### src/rtl/dbp_pkg.sv
// Shared command codes and the decoded internal action type.
// Assumes single-byte command codes and a three-byte address field.
package dbp_pkg;

    localparam logic [7:0] OP_WR_B1     = 8'h84;
    localparam logic [7:0] OP_WR_B2     = 8'h87;
    localparam logic [7:0] OP_PGM_E_B1  = 8'h83;
    localparam logic [7:0] OP_PGM_E_B2  = 8'h86;
    localparam logic [7:0] OP_PGM_B1    = 8'h88;
    localparam logic [7:0] OP_PGM_B2    = 8'h89;
    localparam logic [7:0] OP_ERASE_PG  = 8'h81;
    localparam logic [7:0] OP_ERASE_BLK = 8'h50;

    localparam int BLK_SHIFT = 3;   // pages per block = 2**BLK_SHIFT

    typedef enum logic [2:0] {
        ACT_NONE,
        ACT_ERASE_PG,
        ACT_ERASE_BLK,
        ACT_PGM,
        ACT_PGM_ERASE
    } act_t;

    function automatic logic is_buf_wr(input logic [7:0] op);
        return (op == OP_WR_B1) || (op == OP_WR_B2);
    endfunction

    function automatic logic uses_buf2(input logic [7:0] op);
        return (op == OP_PGM_E_B2) || (op == OP_PGM_B2);
    endfunction

    function automatic act_t decode_act(input logic [7:0] op);
        case (op)
            OP_ERASE_PG:               return ACT_ERASE_PG;
            OP_ERASE_BLK:              return ACT_ERASE_BLK;
            OP_PGM_B1, OP_PGM_B2:      return ACT_PGM;
            OP_PGM_E_B1, OP_PGM_E_B2:  return ACT_PGM_ERASE;
            default:                   return ACT_NONE;
        endcase
    endfunction

endpackage

### src/rtl/dbp_cmd_rx.sv
// Frame decoder: counts bytes inside a chip-select window, captures the
// command code and address, steers load bytes into a buffer with wrap, and
// issues a start request on the chip-select rising edge.
// Assumes cs_n and byte_vld are already synchronous to clk.
module dbp_cmd_rx
    import dbp_pkg::*;
#(
    parameter int BIN_BITS = 3,
    parameter int STD_SZ   = 10,
    parameter int PG_BITS  = 4,
    localparam int OFF_W   = BIN_BITS + 1
) (
    input  logic               clk,
    input  logic               rst_n,
    input  logic               bin_mode,
    input  logic               cs_n,
    input  logic               byte_vld,
    input  logic [7:0]         byte_data,
    input  logic               busy,
    output logic               wr_en,
    output logic               wr_sel,
    output logic [OFF_W-1:0]   wr_off,
    output logic [7:0]         wr_data,
    output logic               start,
    output act_t               start_act,
    output logic               start_sel,
    output logic [PG_BITS-1:0] start_page
);

    localparam int               BIN_SZ   = 1 << BIN_BITS;
    localparam logic [OFF_W-1:0] STD_L    = OFF_W'(STD_SZ);
    localparam logic [OFF_W-1:0] STD_LAST = OFF_W'(STD_SZ - 1);
    localparam logic [OFF_W-1:0] BIN_LAST = OFF_W'(BIN_SZ - 1);
    localparam logic [2:0]       HDR_DONE = 3'd4;

    logic             cs_q;
    logic [2:0]       nbytes;
    logic [7:0]       op;
    logic [23:0]      addr;
    logic             open_ok;
    logic [OFF_W-1:0] ptr;
    logic [23:0]      addr_next;
    logic [OFF_W-1:0] off_raw;
    logic [OFF_W-1:0] off_first;
    logic [OFF_W-1:0] last_idx;

    // Address as it will look once the current byte is shifted in.
    always_comb begin
        addr_next = {addr[15:0], byte_data};
        off_raw   = addr_next[OFF_W-1:0];
        if (bin_mode)
            off_first = {1'b0, addr_next[BIN_BITS-1:0]};
        else if (off_raw >= STD_L)
            off_first = off_raw - STD_L;
        else
            off_first = off_raw;
        last_idx = bin_mode ? BIN_LAST : STD_LAST;
    end

    // Buffer write strobe and start request towards the sequencer.
    always_comb begin
        wr_en      = !cs_n && byte_vld && (nbytes == HDR_DONE) && open_ok && is_buf_wr(op);
        wr_sel     = (op == OP_WR_B2);
        wr_off     = ptr;
        wr_data    = byte_data;
        start_act  = decode_act(op);
        start_sel  = uses_buf2(op);
        start_page = bin_mode ? addr[BIN_BITS +: PG_BITS] : addr[OFF_W +: PG_BITS];
        start      = cs_n && !cs_q && (nbytes == HDR_DONE) && !busy && (start_act != ACT_NONE);
    end

    // Previous chip-select level for edge detection.
    always_ff @(posedge clk) begin
        if (!rst_n) cs_q <= 1'b1;
        else        cs_q <= cs_n;
    end

    // Byte counter, header capture and buffer pointer.
    always_ff @(posedge clk) begin
        if (!rst_n) begin
            nbytes  <= '0;
            op      <= '0;
            addr    <= '0;
            open_ok <= 1'b0;
            ptr     <= '0;
        end else if (cs_n) begin
            nbytes <= '0;
        end else if (byte_vld) begin
            case (nbytes)
                3'd0: begin
                    op      <= byte_data;
                    open_ok <= !busy;
                    nbytes  <= 3'd1;
                end
                3'd1, 3'd2: begin
                    addr   <= addr_next;
                    nbytes <= nbytes + 3'd1;
                end
                3'd3: begin
                    addr   <= addr_next;
                    ptr    <= off_first;
                    nbytes <= HDR_DONE;
                end
                default: begin
                    if (wr_en) ptr <= (ptr == last_idx) ? '0 : ptr + 1'b1;
                end
            endcase
        end
    end

endmodule

### src/rtl/dbp_op_seq.sv
// Self-timed operation sequencer: latches an accepted action, holds busy
// for a parameter-defined number of cycles, and pulses fire in the last one.
// Assumes every duration parameter is at least 1 and fits in CNT_W bits.
module dbp_op_seq
    import dbp_pkg::*;
#(
    parameter int ERASE_CYC = 5,
    parameter int BLOCK_CYC = 7,
    parameter int PROG_CYC  = 3,
    parameter int CNT_W     = 16,
    parameter int PG_BITS   = 4
) (
    input  logic               clk,
    input  logic               rst_n,
    input  logic               start,
    input  act_t               start_act,
    input  logic               start_sel,
    input  logic [PG_BITS-1:0] start_page,
    output logic               busy,
    output logic               fire,
    output act_t               f_act,
    output logic               f_sel,
    output logic [PG_BITS-1:0] f_page
);

    logic [CNT_W-1:0] remain;

    function automatic logic [CNT_W-1:0] last_tick(input act_t a);
        case (a)
            ACT_ERASE_PG:  return CNT_W'(ERASE_CYC - 1);
            ACT_ERASE_BLK: return CNT_W'(BLOCK_CYC - 1);
            ACT_PGM:       return CNT_W'(PROG_CYC - 1);
            ACT_PGM_ERASE: return CNT_W'(ERASE_CYC + PROG_CYC - 1);
            default:       return '0;
        endcase
    endfunction

    // Final cycle of the running operation.
    always_comb fire = busy && (remain == '0);

    // Busy timer and latched operation descriptor.
    always_ff @(posedge clk) begin
        if (!rst_n) begin
            busy   <= 1'b0;
            remain <= '0;
            f_act  <= ACT_NONE;
            f_sel  <= 1'b0;
            f_page <= '0;
        end else if (start) begin
            busy   <= 1'b1;
            remain <= last_tick(start_act);
            f_act  <= start_act;
            f_sel  <= start_sel;
            f_page <= start_page;
        end else if (busy) begin
            if (remain == '0) busy <= 1'b0;
            else              remain <= remain - 1'b1;
        end
    end

endmodule

### src/rtl/dbp_store.sv
// Storage: two staging buffers and the main array as registers. Applies a
// finished erase or program in one cycle and offers a combinational read.
// Assumes wr_en and fire are never both targeting the same buffer byte.
module dbp_store
    import dbp_pkg::*;
#(
    parameter int BIN_BITS = 3,
    parameter int STD_SZ   = 10,
    parameter int PG_BITS  = 4,
    localparam int OFF_W   = BIN_BITS + 1
) (
    input  logic               clk,
    input  logic               rst_n,
    input  logic               bin_mode,
    input  logic               wr_en,
    input  logic               wr_sel,
    input  logic [OFF_W-1:0]   wr_off,
    input  logic [7:0]         wr_data,
    input  logic               fire,
    input  act_t               f_act,
    input  logic               f_sel,
    input  logic [PG_BITS-1:0] f_page,
    input  logic [PG_BITS-1:0] rd_page,
    input  logic [OFF_W-1:0]   rd_off,
    output logic [7:0]         rd_data
);

    localparam int PAGES  = 1 << PG_BITS;
    localparam int BIN_SZ = 1 << BIN_BITS;

    logic [7:0] pbuf [2][STD_SZ];
    logic [7:0] mem  [PAGES][STD_SZ];

    // Array read port, bytes beyond the page read as erased.
    always_comb rd_data = (int'(rd_off) < STD_SZ) ? mem[rd_page][rd_off] : 8'hFF;

    // Buffer loads and completion of erase/program operations.
    always_ff @(posedge clk) begin
        if (!rst_n) begin
            for (int s = 0; s < 2; s++)
                for (int b = 0; b < STD_SZ; b++) pbuf[s][b] <= 8'hFF;
            for (int p = 0; p < PAGES; p++)
                for (int b = 0; b < STD_SZ; b++) mem[p][b] <= 8'hFF;
        end else begin
            if (wr_en) pbuf[wr_sel][wr_off] <= wr_data;
            if (fire) begin
                for (int p = 0; p < PAGES; p++) begin
                    for (int b = 0; b < STD_SZ; b++) begin
                        case (f_act)
                            ACT_ERASE_PG:
                                if (PG_BITS'(p) == f_page) mem[p][b] <= 8'hFF;
                            ACT_ERASE_BLK:
                                if ((p >> BLK_SHIFT) == (int'(f_page) >> BLK_SHIFT))
                                    mem[p][b] <= 8'hFF;
                            ACT_PGM_ERASE:
                                if (PG_BITS'(p) == f_page)
                                    mem[p][b] <= (b < (bin_mode ? BIN_SZ : STD_SZ))
                                                 ? pbuf[f_sel][b] : 8'hFF;
                            ACT_PGM:
                                if ((PG_BITS'(p) == f_page) && (b < (bin_mode ? BIN_SZ : STD_SZ)))
                                    mem[p][b] <= mem[p][b] & pbuf[f_sel][b];
                            default: ;
                        endcase
                    end
                end
            end
        end
    end

endmodule

### src/rtl/dualbuf_prog_ctrl.sv
// Top level: dual-buffer load, page/block erase and buffer-to-page program
// engine with a ready flag and status byte.
// Assumes a front end that delivers whole bytes and a synchronous cs_n.
module dualbuf_prog_ctrl
    import dbp_pkg::*;
#(
    parameter int BIN_BITS    = 3,
    parameter int EXTRA_BYTES = 2,
    parameter int PG_BITS     = 4,
    parameter int ERASE_CYC   = 5,
    parameter int BLOCK_CYC   = 7,
    parameter int PROG_CYC    = 3,
    parameter int CNT_W       = 16,
    localparam int OFF_W      = BIN_BITS + 1,
    localparam int STD_SZ     = (1 << BIN_BITS) + EXTRA_BYTES
) (
    input  logic               clk,
    input  logic               rst_n,
    input  logic               bin_mode,
    input  logic               cs_n,
    input  logic               byte_vld,
    input  logic [7:0]         byte_data,
    input  logic [PG_BITS-1:0] rd_page,
    input  logic [OFF_W-1:0]   rd_off,
    output logic [7:0]         rd_data,
    output logic               rdy,
    output logic [7:0]         status
);

    logic               busy;
    logic               wr_en;
    logic               wr_sel;
    logic [OFF_W-1:0]   wr_off;
    logic [7:0]         wr_data;
    logic               start;
    act_t               start_act;
    logic               start_sel;
    logic [PG_BITS-1:0] start_page;
    logic               fire;
    act_t               f_act;
    logic               f_sel;
    logic [PG_BITS-1:0] f_page;

    dbp_cmd_rx #(.BIN_BITS(BIN_BITS), .STD_SZ(STD_SZ), .PG_BITS(PG_BITS)) u_rx (
        .clk(clk), .rst_n(rst_n), .bin_mode(bin_mode), .cs_n(cs_n),
        .byte_vld(byte_vld), .byte_data(byte_data), .busy(busy),
        .wr_en(wr_en), .wr_sel(wr_sel), .wr_off(wr_off), .wr_data(wr_data),
        .start(start), .start_act(start_act), .start_sel(start_sel),
        .start_page(start_page)
    );

    dbp_op_seq #(.ERASE_CYC(ERASE_CYC), .BLOCK_CYC(BLOCK_CYC), .PROG_CYC(PROG_CYC),
                 .CNT_W(CNT_W), .PG_BITS(PG_BITS)) u_seq (
        .clk(clk), .rst_n(rst_n), .start(start), .start_act(start_act),
        .start_sel(start_sel), .start_page(start_page), .busy(busy),
        .fire(fire), .f_act(f_act), .f_sel(f_sel), .f_page(f_page)
    );

    dbp_store #(.BIN_BITS(BIN_BITS), .STD_SZ(STD_SZ), .PG_BITS(PG_BITS)) u_store (
        .clk(clk), .rst_n(rst_n), .bin_mode(bin_mode),
        .wr_en(wr_en), .wr_sel(wr_sel), .wr_off(wr_off), .wr_data(wr_data),
        .fire(fire), .f_act(f_act), .f_sel(f_sel), .f_page(f_page),
        .rd_page(rd_page), .rd_off(rd_off), .rd_data(rd_data)
    );

    // Ready flag and status byte.
    always_comb begin
        rdy    = !busy;
        status = {!busy, 7'b0};
    end

endmodule

### config.mk
export PLATFORM = sky130hd
export DESIGN_NAME = dualbuf_prog_ctrl
export DESIGN_NICKNAME = d
export VERILOG_FILES = /design/src/rtl/dbp_pkg.sv /design/src/rtl/dbp_cmd_rx.sv /design/src/rtl/dbp_op_seq.sv /design/src/rtl/dbp_store.sv /design/src/rtl/dualbuf_prog_ctrl.sv
export SDC_FILE = /design/constraint.sdc
export NUM_CORES = 2
export LEC_CHECK = 0
export BUFFER_PORTS_ARGS = -buffer_cell sky130_fd_sc_hd__clkbuf_2
export CORE_MARGIN = 4
export CORE_UTILIZATION = 45
export DETAILED_ROUTE_END_ITERATION = 10
export GPL_ROUTABILITY_DRIVEN = 0
export GPL_TIMING_DRIVEN = 1
export SYNTH_ARGS = -nofsm -noshare
export SYNTH_HDL_FRONTEND = slang
export SYNTH_SLANG_ARGS = --single-unit
export TNS_END_PERCENT = 100
### constraint.sdc
create_clock -name clk -period 8.2 [get_ports clk]
set_input_delay 0.41 -clock clk [delete_from_list [all_inputs] [get_ports clk]]
set_output_delay 0.41 -clock clk [all_outputs]
set_load 0.02 [all_outputs]
Yosys cells after proc, flatten, opt, wreduce, memory -nomap -nowiden:

Memories as Yosys holds them, arrays and structs flattened. A register that Yosys moved wholly into a read port is not among the register bits.
Index checks and enable logic that the tools add are counted.

* memories kept: 2
* memory bits (writable): 1440
* word-level logic and storage cells: 2705
* output and inout port bits: 17
* input port bits: 21
* bits in registers: 50

* reductions and logical operators: 195
* equality and inequality tests: 37
* magnitude comparators: 15
* add/sub/neg operators: 4
* mux-type cells: 1636
* bitwise gates (word level): 805

Memory list
* u_store.mem: words 16, width 80, read ports 17, clocked after memory_dff 0, wr ports 16, RTL line dbp_store.sv:32 `logic [7:0] mem [PAGES][STD_SZ];`
* u_store.pbuf: words 2, width 80, read ports 1, clocked after memory_dff 1, wr ports 2, RTL line dbp_store.sv:31 `logic [7:0] pbuf [2][STD_SZ];`

Operators with widths (number)
* $mux W8: 654
* $and A8 B8 Y8: 160
* $mux W1: 963
* $or A1 B1 Y1: 640
* $mux W80: 3
* $logic_and A1 B1 Y1: 170
* $lt A4 B32 Y1 const A: 3
* $reduce_or A80 Y1: 1
* $lt A3 B32 Y1 const A: 2
* $eq A8 B8 Y1 const B: 7
* $mux W16: 3
* $bmux W8 S4: 1
* $demux W8 S4: 1
* $eq A4 B4 Y1 const A: 8
* $logic_not A32 Y1: 1
* $lt A1 B32 Y1 const A: 1
* $lt A2 B32 Y1 const A: 1
* $lt A5 B32 Y1 const A: 1
* $mux W4: 6
* $pmux W3 S4: 2
* $eq A3 B2 Y1 const B: 6
* $eq A3 B4 Y1 const A: 4
* $logic_not A16 Y1: 1
* $sub A16 B1 Y16 const B: 1
* other kinds (32): 52

Logic depth before layout (Yosys ltp):

* depth in word-level cells: 10
* depth in mapped cells: 11
* mapped depth without buffers: 8

By module:

Synthesis repeated with hierarchy kept, for this count alone.

* cells, all modules: 6137
* area total of the unflattened synthesis: 74431.4 µm²

Modules (own cells, without submodules)
* dbp_store: seq. area each 43161.4 µm², cells each 5805, area an instance 71626.2 µm², times used 1
* dbp_cmd_rx: seq. area each 440.4 µm², cells each 175, area an instance 1418.9 µm², times used 1
* dbp_op_seq: seq. area each 500.5 µm², cells each 147, area an instance 1318.8 µm², times used 1
* dualbuf_prog_ctrl: seq. area each 0.0 µm², cells each 10, area an instance 67.6 µm², times used 1

Worst setup path after synthesis:

Ideal clock, no wire load.

* path type: register to register
* from: register u_seq.remain[2]
* to: memory u_store.mem[12][16] in the netlist's numbering, enable pin
* data arrival time: 6143 ps
* stages on the path, launching flop included: 8
* required time: 7626 ps
* setup time: 574 ps
* clock period less this slack: 6717 ps
* setup slack: 1483 ps
* cell sequence: dfxtp_1 nor4_4 nand4_2 buf_2 nor2_1 and3_1 nand3_1 o21ai_0

RTL lines
* start: declaration: RTL line dbp_op_seq.sv:26 `logic [CNT_W-1:0] remain;`
* start signal: assignment: RTL line dbp_op_seq.sv:51 `remain <= last_tick(start_act);`
* start signal: assignment: RTL line dbp_op_seq.sv:57 `else remain <= remain - 1'b1;`
* end: declaration: RTL line dbp_store.sv:32

Worst setup path after layout:

* from: input port rd_off[0]
* to: output port rd_data[1]

* cells in the longest elaborated chain, start to end: 5
* elaborated cells between the ends (all ways): 6
* those cells by class: order compare (1); mux (4); bitwise (1)

RTL lines
* start: declaration: RTL line dualbuf_prog_ctrl.sv:24 `input logic [OFF_W-1:0] rd_off,`
* $not A4 Y5 (implied by the code): RTL line dbp_store.sv:35 `always_comb rd_data = (int'(rd_off) < STD_SZ) ? mem[rd_page][rd_off] : 8'hFF;`
* $bmux W8 S4: RTL line dbp_store.sv:35
* $mux W8 (implied by the code) (2 in a row): RTL line dbp_store.sv:35
* $mux W8 (*): RTL line dbp_store.sv:35
* end: declaration: RTL line dualbuf_prog_ctrl.sv:25 `output logic [7:0] rd_data,`

Every way passes the cells marked *; elsewhere a longest branch is shown, timed or not. The select of a mux whose other input is x is not followed.

==> flow_summary.ini <==
[yosys]
synth_area_in_adders_pct = 0.2018
ys_async_sr_fraction_pct = 0
synth_sequential_area_ratio_pct = 59.31
synth.ff_latch_count = 1488
ys_types = 89
post_synth_mux_area_share_pct = 13.40
synth_edf_count = 1432
synth-xor-area-share_pct = 0.2237
syn-instance-count = 6158
synth_top_family_by_area = multiplexers
synthesis.area_per_instance_um2 = 12.08
ys_dominant_reg_cell = sky130_fd_sc_hd__edfxtp_1
synth_warnings = 0
synth_compound_gate_area_share_pct = 12.89
simple_gate_share_of_the_synthesized_area_pct = 10.48
synth.cell_area_um2 = 74400

[sta]
timing.final.hold_violations = 0
setup-violations-final = 0
grt_setup_unrepaired = no
fmax_mhz = 198.8
timing_worst_slew_pin_value_ns = 1.401
timing.setup.tns_ns = 0
timing.final.crit_period_ns = 5.031
timing.max_slew.rel_slack_pct = 5.374
final-max-slew-violation-count = 0
worst_slack_ns = 3.169
worst_clock_skew_ns = 0.03701
layout_worst_path_cycle_share_pct = 61.36

[detailed_routing]
route.antenna.remaining_nets = 0
routed-via-count = 56462
drt_pass1_iterations = 8
wl_mm = 275.9
vias_per_cell = 6.848
drt_iter0_markers = 9323
routed_wl_per_cell_um = 33.46
route.detailed.drc = 0

[worst_hold_path]
worstHoldPathType = input pin to flop

[power]
total_power_mw = 16.53
power_per_cell_area_nw_per_um2 = 202.9
ir_worst_vdd_mv = 0.2424
cellLeakagePower_nw = 20.23

[clocking]
cts.sink_count = 1488
cts.hold.buffers_added = 5
cts-htree-levels = 4
cts-buffers-inserted = 163
cts_tree = done
postCtsResizedCells = 0
clock_path_buffers = 3
clock-root-buffer = sky130_fd_sc_hd__clkbuf_16
cts_post_setup_buffers_inserted = 0
worst_skew_pair.late_latency_ns = 0.84
clk_pin_slew_worst_paths_ns = 0.06

[floorplanning]
io-pin-count = 38
die_area_um2 = 171900
rows = 148
floorplan.core_area_um2 = 163500
die_height_um = 414.6
die_width_um = 414.6
initial_core_util_pct = 45.50

[global_route]
grt_antenna_before_repair = 13
global_route.overflow_total = 0
first_global_vias = 53625
pin_count_of_the_biggest_net_entering_global_routing = 115
total_track_usage_pct = 31.05
global_route_wire_length_before_repair_mm = 391.1

[worst_setup_path]
worstSetupPathType = input pin to output pin
path_delay_family = compound AO/OA/AOI/OAI gates
cp_cell_instances = buf_4 -> clkinv_2 -> buf_4 -> mux2i_1 -> a22o_1 -> a221oi_1 -> o21ai_0 -> nand4b_1 -> clkbuf_2
worst_path_most_repeated_cell = sky130_fd_sc_hd__buf_4
path_buf_inv = 4
critical_path.max_fanout = 25
worst_setup_path_end_kind = output pin
required_ns = 7.79
critical_path.startpoint_type = input pin
slowest_stage_delay_cp_ns = 1.04
worst_path_max_delay_cell = sky130_fd_sc_hd__a221oi_1
worstPathArrival_ns = 4.62

[final_layout]
layout-drive-gt1-share_pct = 15.23
layout.area.seq_um2 = 44130
syn_to_final_growth_pct = 9.500
final_core_utilization_pct = 49.82
final.fill_count = 14189
layout.nets = 5966
final_design_area_no_fill_um2 = 81470
multiInputGateArea_um2 = 28100

[status]
status = finished, final reports clean

[placement]
postPlaceCellArea_um2 = 76200
place.port_buffers = 30
place.detailed.hpwl_mm = 156.4
place_ws_ns = 3.389

[job]
maxCapViolCount = 0
kinds of logic (layout without fill, tap and decap cells):
logic type	Yosys count	count (layout)
other	1	16
adder cells (fa/ha/maj)	12	12
XOR/XNOR	19	19
multiplexers	576	576
AND/OR/NAND/NOR	1744	1744
buffers and inverters	577	474
flip-flops	1488	1488
AO/OA/AOI/OAI	1741	1741
cell usage in the layout, fill, tap and decap left out, types with 33 or more instances in the layout:
cell type and instances:
sky130_fd_sc_hd__mux2_2 89, sky130_fd_sc_hd__a21oi_1 613, sky130_fd_sc_hd__mux4_2 327, sky130_fd_sc_hd__a22oi_1 42, sky130_fd_sc_hd__dfxtp_1 55, sky130_fd_sc_hd__o22ai_1 211
sky130_fd_sc_hd__edfxtp_1 1432, sky130_fd_sc_hd__nand2b_1 222, sky130_fd_sc_hd__nand3_1 50, sky130_fd_sc_hd__mux2i_1 160, sky130_fd_sc_hd__a22o_1 33, sky130_fd_sc_hd__nor2_1 612
sky130_fd_sc_hd__or2_2 42, sky130_fd_sc_hd__o21ai_1 89, sky130_fd_sc_hd__nand2_1 657, sky130_fd_sc_hd__clkinv_1 33, sky130_fd_sc_hd__o21ai_0 616, sky130_fd_sc_hd__clkbuf_16 166
sky130_fd_sc_hd__buf_4 124, sky130_fd_sc_hd__clkbuf_1 35
cell type report:
cell class                 instances  area share (%)
antenna                            9         0.02765
clock buffer                     209           5.395
clock inverter                    84          0.9845
inverter                          22          0.1029
multi-input combinational       4099           34.50
sequential                      1488           54.16
tap                             2175           3.340
timing repair buffer             159           1.487
synthesized netlist by cell type, types with 89 or more instances:
cell type | instances | area (um2)
sky130_fd_sc_hd__a21oi_1 | 617 | 3088
sky130_fd_sc_hd__buf_2 | 160 | 800.8
sky130_fd_sc_hd__clkbuf_1 | 311 | 1167
sky130_fd_sc_hd__edfxtp_1 | 1432 | 43000
sky130_fd_sc_hd__mux2_2 | 89 | 1002
sky130_fd_sc_hd__mux2i_1 | 160 | 1602
sky130_fd_sc_hd__mux4_2 | 327 | 7365
sky130_fd_sc_hd__nand2_1 | 670 | 2515
sky130_fd_sc_hd__nand2b_1 | 222 | 1389
sky130_fd_sc_hd__nor2_1 | 614 | 2305
sky130_fd_sc_hd__o21ai_0 | 643 | 3218
sky130_fd_sc_hd__o22ai_1 | 211 | 1320
worst paths after layout:
path | from | to | slack (ns) | cells after the start
max | rd_off[0] | rd_data[1] | 3.17 | 9
min | bin_mode | u_store.mem[13][3]$_SDFFCE_PN1P_ | 0.18 | 2
max reg2reg | u_seq.f_act[2]$_SDFFE_PN0P_ | u_store.mem[14][18]$_SDFFCE_PN1P_ | 3.46 | 6
min reg2reg | u_rx.op[5]$_SDFFE_PN0P_ | u_rx.op[5]$_SDFFE_PN0P_ | 0.48 | 2
state kept, by name, indices dropped and copies added, names as in the netlist, named ones only:
register,count
u_rx.nbytes,3
u_rx.cs_q,1
u_seq.f_sel,1
u_seq.f_page,4
u_seq.remain,16
u_seq.busy,1
u_rx.open_ok,1
u_seq.f_act,3
u_store.mem,1280
u_rx.op,8
u_rx.wr_off,4
u_store.pbuf,160
u_rx.addr,5
through the flow:
step	instances	hold WS, ns
after floorplan	6164	0.4437
after global placement	7938	0.4601
after detailed placement	7938	0.4670
after CTS	8236	0.1405
after global routing	8236	0.1786
final	8245	0.1811
power breakdown:
part,internal [mW],total [mW],switching (mW),leakage [nW]
combinational,0.203,0.823,0.620,7.02
clock,4.12,7.33,3.21,2.55
sequential,8.35,8.37,0.0278,10.7
total,12.7,16.5,3.86,20.2
metal layers:
metal,global-route usage [%],routed length (um)
met5,0,23
met3,10.30,40140
met2,45.44,119900
met4,13.37,13290
met1,42.43,102500
Power figures use the tool's default switching activity.
